[src/rtl/bwr_pkg.sv]
package bwr_pkg;
  typedef enum logic [1:0] {
    ST_IDLE = 2'd0,
    ST_LAT  = 2'd1,
    ST_DATA = 2'd2
  } bwr_state_e;
endpackage

[src/rtl/bwr_lat_cnt.sv]
module bwr_lat_cnt #(
  parameter int LW = 4
) (
  input  logic          clk,
  input  logic          rst_n,
  input  logic          load_i,
  input  logic          inc_i,
  output logic [LW-1:0] cnt_o
);
  logic [LW-1:0] cnt_q, cnt_d;

  always_comb begin
    cnt_d = cnt_q;
    if (load_i)     cnt_d = LW'(1);
    else if (inc_i) cnt_d = cnt_q + LW'(1);
  end

  always_ff @(posedge clk or negedge rst_n) begin
    if (!rst_n) cnt_q <= '0;
    else        cnt_q <= cnt_d;
  end

  assign cnt_o = cnt_q;
endmodule

[src/rtl/bwr_addr_gen.sv]
module bwr_addr_gen #(
  parameter int AW = 4,
  parameter int BL = 4
) (
  input  logic          clk,
  input  logic          rst_n,
  input  logic          load_i,
  input  logic [AW-1:0] base_i,
  input  logic          step_i,
  output logic [AW-1:0] addr_o,
  output logic          last_o
);
  localparam int BW = $clog2(BL);

  logic [AW-1:0] base_q;
  logic [BW-1:0] beat_q, beat_d;
  logic [BW-1:0] low_sum;

  always_comb begin
    beat_d = beat_q;
    if (load_i)      beat_d = '0;
    else if (step_i) beat_d = beat_q + BW'(1);
  end

  always_ff @(posedge clk or negedge rst_n) begin
    if (!rst_n) begin
      base_q <= '0;
      beat_q <= '0;
    end else begin
      if (load_i) base_q <= base_i;
      beat_q <= beat_d;
    end
  end

  assign low_sum = base_q[BW-1:0] + beat_q;
  assign addr_o  = {base_q[AW-1:BW], low_sum};
  assign last_o  = (beat_q == BW'(BL - 1));
endmodule

[src/rtl/bwr_stop_wdog.sv]
module bwr_stop_wdog #(
  parameter int STOP_LIMIT = 313
) (
  input  logic clk,
  input  logic rst_n,
  input  logic stop_i,
  input  logic done_i,
  output logic err_o
);
  localparam int CW = $clog2(STOP_LIMIT + 1);

  logic          run_q, run_d;
  logic [CW-1:0] age_q, age_d;
  logic          err_q, err_d;

  always_comb begin
    run_d = run_q;
    age_d = age_q;
    err_d = err_q;
    if (done_i) begin
      run_d = 1'b0;
      age_d = '0;
    end else if (stop_i) begin
      if (run_q && (age_q >= CW'(STOP_LIMIT))) err_d = 1'b1;
      if (!run_q) age_d = '0;
      run_d = 1'b1;
    end else if (run_q && (age_q < CW'(STOP_LIMIT))) begin
      age_d = age_q + CW'(1);
    end
  end

  always_ff @(posedge clk or negedge rst_n) begin
    if (!rst_n) begin
      run_q <= 1'b0;
      age_q <= '0;
      err_q <= 1'b0;
    end else begin
      run_q <= run_d;
      age_q <= age_d;
      err_q <= err_d;
    end
  end

  assign err_o = err_q;
endmodule

[src/rtl/bwr_store.sv]
module bwr_store #(
  parameter int AW = 4,
  parameter int DW = 16
) (
  input  logic          clk,
  input  logic          we_i,
  input  logic [DW/8-1:0] lane_en_i,
  input  logic [AW-1:0] waddr_i,
  input  logic [DW-1:0] wdata_i,
  input  logic [AW-1:0] raddr_i,
  output logic [DW-1:0] rdata_o
);
  localparam int NB    = DW / 8;
  localparam int DEPTH = 1 << AW;

  logic [DW-1:0] arr_q [DEPTH];

  for (genvar b = 0; b < NB; b++) begin : g_lane
    always_ff @(posedge clk) begin
      if (we_i && lane_en_i[b]) arr_q[waddr_i][b*8 +: 8] <= wdata_i[b*8 +: 8];
    end
  end

  assign rdata_o = arr_q[raddr_i];
endmodule

[src/rtl/bwr_slave_port.sv]
module bwr_slave_port
  import bwr_pkg::*;
#(
  parameter int AW         = 4,
  parameter int LW         = 4,
  parameter int BL         = 4,
  parameter int STOP_LIMIT = 313
) (
  input  logic          clk,
  input  logic          rst_n,
  input  logic [LW-1:0] lat_cfg_i,
  input  logic          chip_sel_n,
  input  logic          addr_valid_n,
  input  logic          wr_en_n,
  input  logic          lo_byte_n,
  input  logic          hi_byte_n,
  input  logic [AW-1:0] addr_i,
  input  logic [15:0]   data_i,
  output logic          hold_o,
  output logic          hold_oe,
  output logic          busy_o,
  output logic          overlap_err_o,
  output logic          stop_err_o,
  input  logic [AW-1:0] peek_addr_i,
  output logic [15:0]   peek_data_o
);
  localparam int DW = 16;

  // reset: asserted at once, released on the clock
  logic [1:0] rst_sync_q;
  logic       rst_i_n;
  always_ff @(posedge clk or negedge rst_n) begin
    if (!rst_n) rst_sync_q <= '0;
    else        rst_sync_q <= {rst_sync_q[0], 1'b1};
  end
  assign rst_i_n = rst_sync_q[1];

  bwr_state_e    state_q, state_d;
  logic          adv_q, rdy_q, rdy_d, ovl_q;
  logic          cs_act, adv_act;
  logic          start, abort, overlap, capture, done;
  logic [LW-1:0] lat_eff, lat_cnt;
  logic          lat_hit;
  logic [AW-1:0] wr_addr;
  logic          last_beat;

  assign cs_act  = !chip_sel_n;
  assign adv_act = !addr_valid_n;
  assign lat_eff = (lat_cfg_i < LW'(2)) ? LW'(2) : lat_cfg_i;
  assign lat_hit = (lat_cnt == lat_eff - LW'(1));

  assign start   = (state_q == ST_IDLE) && cs_act && adv_act && !wr_en_n;
  assign abort   = (state_q != ST_IDLE) && !cs_act;
  assign overlap = (state_q != ST_IDLE) && cs_act && adv_act && !adv_q;
  assign capture = (state_q == ST_DATA) && cs_act;
  assign done    = capture && last_beat;

  // next-state logic
  always_comb begin
    state_d = state_q;
    unique case (state_q)
      ST_IDLE: if (start) state_d = ST_LAT;
      ST_LAT: begin
        if (abort)        state_d = ST_IDLE;
        else if (lat_hit) state_d = ST_DATA;
      end
      ST_DATA: begin
        if (abort || last_beat) state_d = ST_IDLE;
      end
      default: state_d = ST_IDLE;
    endcase
  end

  always_comb begin
    rdy_d = rdy_q;
    if (start || !cs_act)                   rdy_d = 1'b0;
    else if ((state_q == ST_LAT) && lat_hit) rdy_d = 1'b1;
  end

  always_ff @(posedge clk or negedge rst_i_n) begin
    if (!rst_i_n) begin
      state_q <= ST_IDLE;
      adv_q   <= 1'b0;
      rdy_q   <= 1'b0;
      ovl_q   <= 1'b0;
    end else begin
      state_q <= state_d;
      adv_q   <= adv_act;
      rdy_q   <= rdy_d;
      ovl_q   <= overlap;
    end
  end

  bwr_lat_cnt #(.LW(LW)) u_lat (
    .clk    (clk),
    .rst_n  (rst_i_n),
    .load_i (start),
    .inc_i  ((state_q == ST_LAT) && !lat_hit),
    .cnt_o  (lat_cnt)
  );

  bwr_addr_gen #(.AW(AW), .BL(BL)) u_addr (
    .clk    (clk),
    .rst_n  (rst_i_n),
    .load_i (start),
    .base_i (addr_i),
    .step_i (capture),
    .addr_o (wr_addr),
    .last_o (last_beat)
  );

  bwr_store #(.AW(AW), .DW(DW)) u_store (
    .clk       (clk),
    .we_i      (capture),
    .lane_en_i ({!hi_byte_n, !lo_byte_n}),
    .waddr_i   (wr_addr),
    .wdata_i   (data_i),
    .raddr_i   (peek_addr_i),
    .rdata_o   (peek_data_o)
  );

  bwr_stop_wdog #(.STOP_LIMIT(STOP_LIMIT)) u_wdog (
    .clk    (clk),
    .rst_n  (rst_i_n),
    .stop_i (abort),
    .done_i (done),
    .err_o  (stop_err_o)
  );

  assign hold_oe       = cs_act;
  assign hold_o        = rdy_q && !((state_q == ST_IDLE) && adv_act);
  assign busy_o        = (state_q != ST_IDLE);
  assign overlap_err_o = ovl_q;
endmodule

[config.mk]
export PLATFORM = sky130hd
export DESIGN_NAME = bwr_slave_port
export DESIGN_NICKNAME = d
export VERILOG_FILES = /design/src/rtl/bwr_pkg.sv /design/src/rtl/bwr_lat_cnt.sv /design/src/rtl/bwr_addr_gen.sv /design/src/rtl/bwr_stop_wdog.sv /design/src/rtl/bwr_store.sv /design/src/rtl/bwr_slave_port.sv
export SDC_FILE = /design/constraint.sdc
export NUM_CORES = 1
export LEC_CHECK = 0
export ABC_AREA = 0
export BUFFER_PORTS_ARGS = -buffer_cell sky130_fd_sc_hd__buf_2
export CAP_MARGIN = 20
export CORE_UTILIZATION = 55
export DETAILED_ROUTE_END_ITERATION = 10
export GPL_ROUTABILITY_DRIVEN = 1
export GPL_TIMING_DRIVEN = 0
export PLACE_DENSITY = 0.75
export SLEW_MARGIN = 25
export SYNTH_ARGS = -nofsm -noshare
export SYNTH_HDL_FRONTEND = slang
export SYNTH_SLANG_ARGS = --single-unit
[constraint.sdc]
create_clock -name clk -period 1.8 [get_ports clk]
set_clock_uncertainty 0.2 [all_clocks]
set_input_delay 0.18 -clock clk [delete_from_list [all_inputs] [get_ports clk]]
set_output_delay 0.18 -clock clk [all_outputs]
set_load 0.05 [all_outputs]
==> results of run 1 <==
[power by group through the flow]
stage / clock, mW / combinational (mW) / sequential [mW]
CTS: 5.41 / 2.16 / 7.49
global placement: 0 / 1.84 / 7.61
detailed placement: 0 / 1.91 / 7.63
finish: 5.37 / 2.25 / 7.50
global route: 5.69 / 2.37 / 7.51
floorplan: 0 / 1.48 / 7.58
[routing by layer]
layer,wire (µm),share of wire (%),global-route usage (%)
met5,0,0,0
met4,447,1.9,4.85
met3,1430,6.1,2.58
met2,12200,51,38.2
met1,9610,41,31.1
[placed cells by master (no fill, tap or decap), types with 3 or more instances in the layout]
| master | Yosys | routed |
|---|---|---|
| a21oi_1 | 10 | 7 |
| a21oi_2 | 0 | 3 |
| buf_12 | 0 | 25 |
| buf_2 | 0 | 33 |
| buf_4 | 1 | 13 |
| buf_6 | 10 | 31 |
| clkbuf_1 | 4 | 8 |
| clkbuf_16 | 0 | 28 |
| clkbuf_8 | 8 | 8 |
| clkinv_1 | 0 | 3 |
| clkinv_2 | 0 | 6 |
| dfrtp_1 | 28 | 25 |
| dfrtp_2 | 0 | 3 |
| dlygate4sd3_1 | 0 | 27 |
| edfxtp_1 | 256 | 256 |
| ha_1 | 6 | 4 |
| inv_1 | 10 | 10 |
| mux2_4 | 0 | 4 |
| mux4_2 | 45 | 79 |
| nand2_1 | 20 | 11 |
| nand2_2 | 0 | 7 |
| nand2b_4 | 0 | 3 |
| nand3_1 | 10 | 7 |
| nor2_1 | 43 | 9 |
| nor2_4 | 0 | 35 |
| nor3_1 | 5 | 4 |
| o211ai_1 | 3 | 3 |
| o21a_1 | 4 | 3 |
| o21ai_0 | 9 | 4 |
| o21ai_2 | 0 | 3 |
| o31ai_1 | 5 | 4 |
| or3_1 | 4 | 3 |
| xor2_1 | 4 | 3 |
[state kept, by name, indices dropped and copies added (netlist names)]
name           count
adv_q              1
overlap_err_o      1
rdy_q              1
rst_sync_q         2
state_q            2
u_addr.base_q      4
u_addr.beat_q      2
u_lat.cnt_o        4
u_store.arr_q    256
u_wdog.age_q       9
u_wdog.err_o       1
u_wdog.run_q       1
[through the flow]
stage | setup TNS, ns | power [mW] | util, % | worst slack, ns | std cells
floorplan | -48.48 | 9.07 | - | -0.233 | 558
global placement | -112.45 | 9.45 | 61.1 | -0.505 | 879
detailed placement | -121.89 | 9.54 | 61.1 | -0.543 | 879
CTS | -76.25 | 15.1 | 69.8 | -0.733 | 985
global route | -97.88 | 15.6 | 70.4 | -0.765 | 993
finish | -72.14 | 15.1 | 70.4 | -0.731 | 993
[worst register-to-register path: cells and delay by family (launching register included)]
kind	cells	cell delay, ns
flip-flops	1	0.38
buffers and inverters	1	0.20
adder cells (fa/ha/maj)	1	0.20
XOR/XNOR	2	0.42
AND/OR/NAND/NOR	2	0.37
[Yosys cell counts, drive strengths merged]
master  count  share of area, %
a22o        1             0.076
nand2      20              0.65
clkbuf     12               1.1
nor3        5              0.22
o21a        4              0.26
o2111a      1             0.097
nand2b      4              0.22
inv        10              0.32
o32ai       2              0.22
xnor2       3              0.23
xnor3       1              0.19
or3         4              0.22
buf        12               1.2
nor2b       3              0.16
nor2       44               1.4
mux4       80                17
nand3b      1             0.065
a21oi      10              0.43
mux2        4              0.39
a31oi       1             0.054
nand3      10              0.43
ha          6              0.65
o31ai       6              0.51
a22oi       1             0.065
mux2i       2              0.28
a221oi      1             0.076
nor4b       1             0.076
or4         1             0.065
and3        2              0.11
edfxtp    256                66
and2        1             0.076
or2         3              0.16
o211ai      3              0.19
o21ai       9              0.39
xor2        4              0.30
and2b       1             0.065
conb        1             0.032
dfrtp      28               6.0
[kinds of logic after synthesis]
kind of cell,count (synthesis)
multiplexers,86
XOR/XNOR,8
AO/OA/AOI/OAI,39
other,1
flip-flops,284
AND/OR/NAND/NOR,100
adder cells (fa/ha/maj),6
buffers and inverters,34
[worst paths after layout]
check	to	slack (ns)	depth (start not counted)
min in group asynchronous	u_wdog.age_q[6]$_DFFE_PN0P_	0.07	0
worst min register to register	u_wdog.age_q[6]$_DFFE_PN0P_	0.07	0
worst max-delay path	peek_data_o[7]	-0.73	3
worst max register to register	u_store.arr_q[4][7]$_DFFE_PP_	-0.30	6
max in group asynchronous	u_addr.beat_q[1]$_DFFE_PN0P_	0.90	0
worst min-delay path	u_store.arr_q[14][15]$_DFFE_PP_	0.05	4
[layout make-up]
class                   instances  area (µm²)
well taps                     270         338
clock buffers                  34         702
clock inverters                14         126
inverters                      10        37.5
flip-flops and latches        284        8390
fillers                      1191        6040
plain buffers                  22         335
multi-input cells             240        3240
repair buffers                119        1220
[repair_timing]
item,in CTS,in global routing
pin swaps,33,30
hold endpoints to repair,278,1
gates resized for setup,71,16
cloned,1,0
hold buffers,26,1
setup endpoints to repair,288,294
buffers inserted,32,12
==> impl_metrics.tcl, run 1 <==
set metrics [dict create \
    outcome "finished, violations left" \
    violations "negative setup slack" \
    place_area_um2 12500 \
    combPwrFrac_pct 14.9 \
    cts_tree "done" \
    clk_pin_slew_ns 0.06 \
    antenna_found_initial 0 \
    p_int_mw 11.3 \
    ir_drop_uv 665 \
    post_drt_via_cell_ratio 6.01 \
    hp-class "primary input to flop" \
    p_leak_nw 4.81 \
    cp-start-kind "flop" \
    grt_pass1_vias 6086 \
    clk_path_buf_depth 3 \
    synth_top_family_by_area "multiplexers" \
    vias 5967 \
    grt_pass1_wl_um 35700 \
    slowest_stage "mux4_2" \
    max_stage_delay_ns 0.52 \
    io_pins 56 \
    grt_start_max_net_pins 27 \
    cp_max_fo 1 \
    grt_util_all_layers_pct 22.2 \
    drc 0 \
    cp-end-kind "primary output" \
    switching_power_mw 3.78 \
    seq_power_share_pct 49.6 \
    fin_crit_sh_pct 141 \
    max_freq_mhz 395 \
    synth.cell_area_um2 11600 \
    rsz0062_at_grt "yes" \
    syn_avg_cell_area_um2 20.8 \
    die_area_um2 21700 \
    p_per_area_nw_per_um2 1050 \
    wl_per_cell_um 23.8 \
    design_area_um2 14400 \
    cp.arrival_ns 2.15 \
    syn2layout_area_growth_pct 24.1 \
    drive_above_1_share_pct 42.6 \
    seq_area_frac_synth_pct 72.4 \
    synth-simple-area-share_pct 3.95 \
    drtAntennaViolNets 0 \
    synth_cell_type_count 47 \
    rows 52 \
    sw_frac_of_total_pct 25.0 \
    crit_top_cell "mux4_2" \
    root_buffer "clkbuf_16" \
    routed_wirelength_um 23600 \
    syn_nets 599 \
    die_w_um 147 \
    tightest_slew_ns 0.571 \
    timing.final.ws_setup_ns -0.731 \
    diodes 0 \
    cp_num_buf_inv 1 \
    cts_made_buffers 27 \
    setup_viol_count_final 291 \
    period_needed_ns 2.53 \
    p_clk_share_pct 35.5 \
    design.core.area_um2 20400 \
    first_pass_iters 4 \
    dp_hpwl_um 14900 \
    final_nets 745 \
    crit_family "multiplexers" \
    whs_ns 0.0461 \
    synth_compound_area_share_pct 2.36 \
    maxSlewViolCount 0 \
    cap_violations 0 \
    cts.htree.levels 1 \
    portBuffers 51 \
    netlist_instances 558 \
    startpoint "u_store.arr_q[13][7]$_DFFE_PP_" \
    yosysWarningCount 0 \
    place_congestion 0.826 \
    cts.sinks 284 \
    muxShareOfSynthArea_pct 17.3 \
    clkLatencyLatePin_ns 0.53 \
    cp_data_required_time_ns 1.42 \
    relSlewSlack_pct 61.9 \
    r2r-start "u_addr.base_q[0]$_DFFE_PN0P_" \
    path_class "flop to primary output" \
    start_util_pct 56.7 \
    hold_violations 0 \
    synth_seq_cells 284 \
    synth-adder-area-share_pct 0.648 \
    die_h_um 147 \
    path_cells "mux4_2 > mux4_2 > buf_6" \
    overflow 0 \
    min_from "hi_byte_n" \
    drt-initial-drc-count 524 \
    synth_xor_area_share_pct 0.723 \
]
Note: power is estimated with default switching activity, not from simulation.
==> run 2, diff against run 1 <==
--- a/config.mk
+++ b/config.mk
@@ -8,6 +8,7 @@
 export ABC_AREA = 0
 export BUFFER_PORTS_ARGS = -buffer_cell sky130_fd_sc_hd__buf_2
 export CAP_MARGIN = 20
+export CORE_ASPECT_RATIO = 0.9
 export CORE_UTILIZATION = 55
 export DETAILED_ROUTE_END_ITERATION = 10
 export GPL_ROUTABILITY_DRIVEN = 1
==> impl_metrics.tcl, run 2 (synthesized netlist as in run 1, its figures left out) <==
set metrics [dict create \
    outcome "finished, violations left" \
    violations "negative setup slack" \
    setup_tns_ns -84.16 \
    cp-end-kind "primary output" \
    drive_above_1_share_pct 43.8 \
    clkLatencyLatePin_ns 0.54 \
    vias 6004 \
    clk_pin_slew_ns 0.07 \
    setup_viol_count_final 287 \
    antenna_found_initial 0 \
    rows 50 \
    design.core.area_um2 20700 \
    sw_frac_of_total_pct 25.7 \
    portBuffers 51 \
    cp-start-kind "flop" \
    slowest_stage "mux4_2" \
    wl_per_cell_um 25.1 \
    regMostFlops "u_store.arr_q" \
    grt_util_all_layers_pct 24.2 \
    relSlewSlack_pct 62.0 \
    layout_commonest_cell "edfxtp_1" \
    p_per_area_nw_per_um2 1060 \
    p_clk_share_pct 36.1 \
    diodes 0 \
    cts.htree.levels 1 \
    routed_wirelength_um 25700 \
    grt_start_max_net_pins 27 \
    cap_violations 0 \
    root_buffer "clkbuf_16" \
    path_cells "mux4_2 > mux4_2 > buf_6" \
    grt_pass1_vias 6277 \
    crit_top_cell "mux4_2" \
    clk_path_buf_depth 3 \
    fin_crit_sh_pct 142 \
    grt_pass1_wl_um 37700 \
    die_h_um 140 \
    p_leak_nw 4.91 \
    die_w_um 155 \
    combPwrFrac_pct 15.6 \
    period_needed_ns 2.56 \
    hp-class "flop to async pin" \
    start_util_pct 56.0 \
    maxSlewViolCount 0 \
    reg_top3 "u_store.arr_q (256), u_wdog.age_q (9)" \
    cp.arrival_ns 2.18 \
    final_nets 757 \
    p_int_mw 11.5 \
    pre_cts_ws_ns -0.546 \
    largest_reg_flops 256 \
    syn2layout_area_growth_pct 26.3 \
    die_area_um2 21700 \
    path_class "flop to primary output" \
    max_freq_mhz 391 \
    max_stage_delay_ns 0.53 \
    first_pass_iters 4 \
    drt-initial-drc-count 446 \
    final_cell_mix "edfxtp_1, mux4_2, nor2_4" \
    cp_max_fo 1 \
    switching_power_mw 3.99 \
    rsz0062_at_grt "yes" \
    cts_made_buffers 28 \
    ir_drop_uv 976 \
    dp_hpwl_um 14800 \
    place_congestion 0.818 \
    drtAntennaViolNets 0 \
    drc 0 \
    post_drt_via_cell_ratio 5.86 \
    hold_violations 0 \
    cts.sinks 284 \
    seq_power_share_pct 48.4 \
    cts_tree "done" \
    timing.final.ws_setup_ns -0.760 \
    overflow 0 \
    cp_data_required_time_ns 1.42 \
    tightest_slew_ns 0.571 \
    io_pins 56 \
]
[run 2: changes by cell type in the layout (fill, tap and decap cells not counted), moves of 3 or more]
cell	previous run	this run
buf_4	13	19
clkinv_1	3	8
clkbuf_1	8	4
o21ai_2	3	0
or3_1	3	0
or3_4	1	4
[run 2: layout make-up]
| cell class | instances | area [µm²] |
|---|---|---|
| Clock inverter | 21 | 179 |
| Buffer | 23 | 360 |
| Multi-Input combinational cell | 240 | 3290 |
| Inverter | 10 | 37.5 |
| Fill cell | 1209 | 6060 |
| Timing Repair Buffer | 129 | 1320 |
| Sequential cell | 284 | 8390 |
| Clock buffer | 31 | 712 |
| Tap cell | 286 | 358 |
[run 2: worst max-delay path: cells and delay by family (launching register included)]
family / cells / cell delay, ns
buffers and inverters: 1 / 0.17
muxes: 2 / 1.04
DFF: 1 / 0.43
[run 2: per-layer routing]
metal	routed length, µm	vias to the layer above	global-route usage, %
li1	-	2603	-
met1	10500	3145	32.9
met2	13100	216	41.0
met3	1490	40	4.20
met4	601	0	5.94
met5	0	-	0
[run 2: per-stage QoR]
stage	std cells	cell area [µm²]	power (mW)	hold slack [ns]	utilization [%]
after floorplan	558	11900	9.07	-0.316	-
after global placement	895	12500	9.46	-0.235	60.4
after detailed placement	895	12500	9.53	-0.232	60.4
after CTS	1015	14500	15.3	0.00982	69.9
after global routing	1024	14600	16.0	0.0966	70.7
final	1024	14600	15.5	0.0583	70.7
[run 2: final timing paths]
path / startpoint / end / slack (ns) / depth (start not counted)
hold / removal: rst_sync_q[1]$_DFF_PN0_ / state_q[0]$_DFFE_PN0P_ / 0.06 / 0
setup / recovery: u_store.arr_q[13][5]$_DFFE_PP_ / peek_data_o[5] / -0.76 / 3
max in group asynchronous: rst_sync_q[1]$_DFF_PN0_ / u_lat.cnt_o[0]$_DFFE_PN0P_ / 0.95 / 0
hold reg to reg: rst_sync_q[1]$_DFF_PN0_ / state_q[0]$_DFFE_PN0P_ / 0.06 / 0
min in group clk: lat_cfg_i[3] / state_q[1]$_DFFE_PN0P_ / 0.14 / 6
setup reg to reg: u_addr.beat_q[0]$_DFFE_PN0P_ / u_wdog.age_q[6]$_DFFE_PN0P_ / -0.43 / 8
[run 2: what timing repair did]
action / in CTS / in global routing
hold buffers: 29 / 0
endpoints found under the setup margin: 289 / 294
gates resized for setup: 66 / 28
setup buffers: 40 / 10
pin swaps: 38 / 37
hold endpoints to repair: 284 / 0
[run 2: power groups by stage]
stage	clock [mW]	sequential (mW)	combinational, mW
global placement	0	7.61	1.84
finish	5.60	7.51	2.41
CTS	5.64	7.49	2.18
global route	5.90	7.53	2.54
detailed placement	0	7.63	1.90
floorplan	0	7.58	1.48
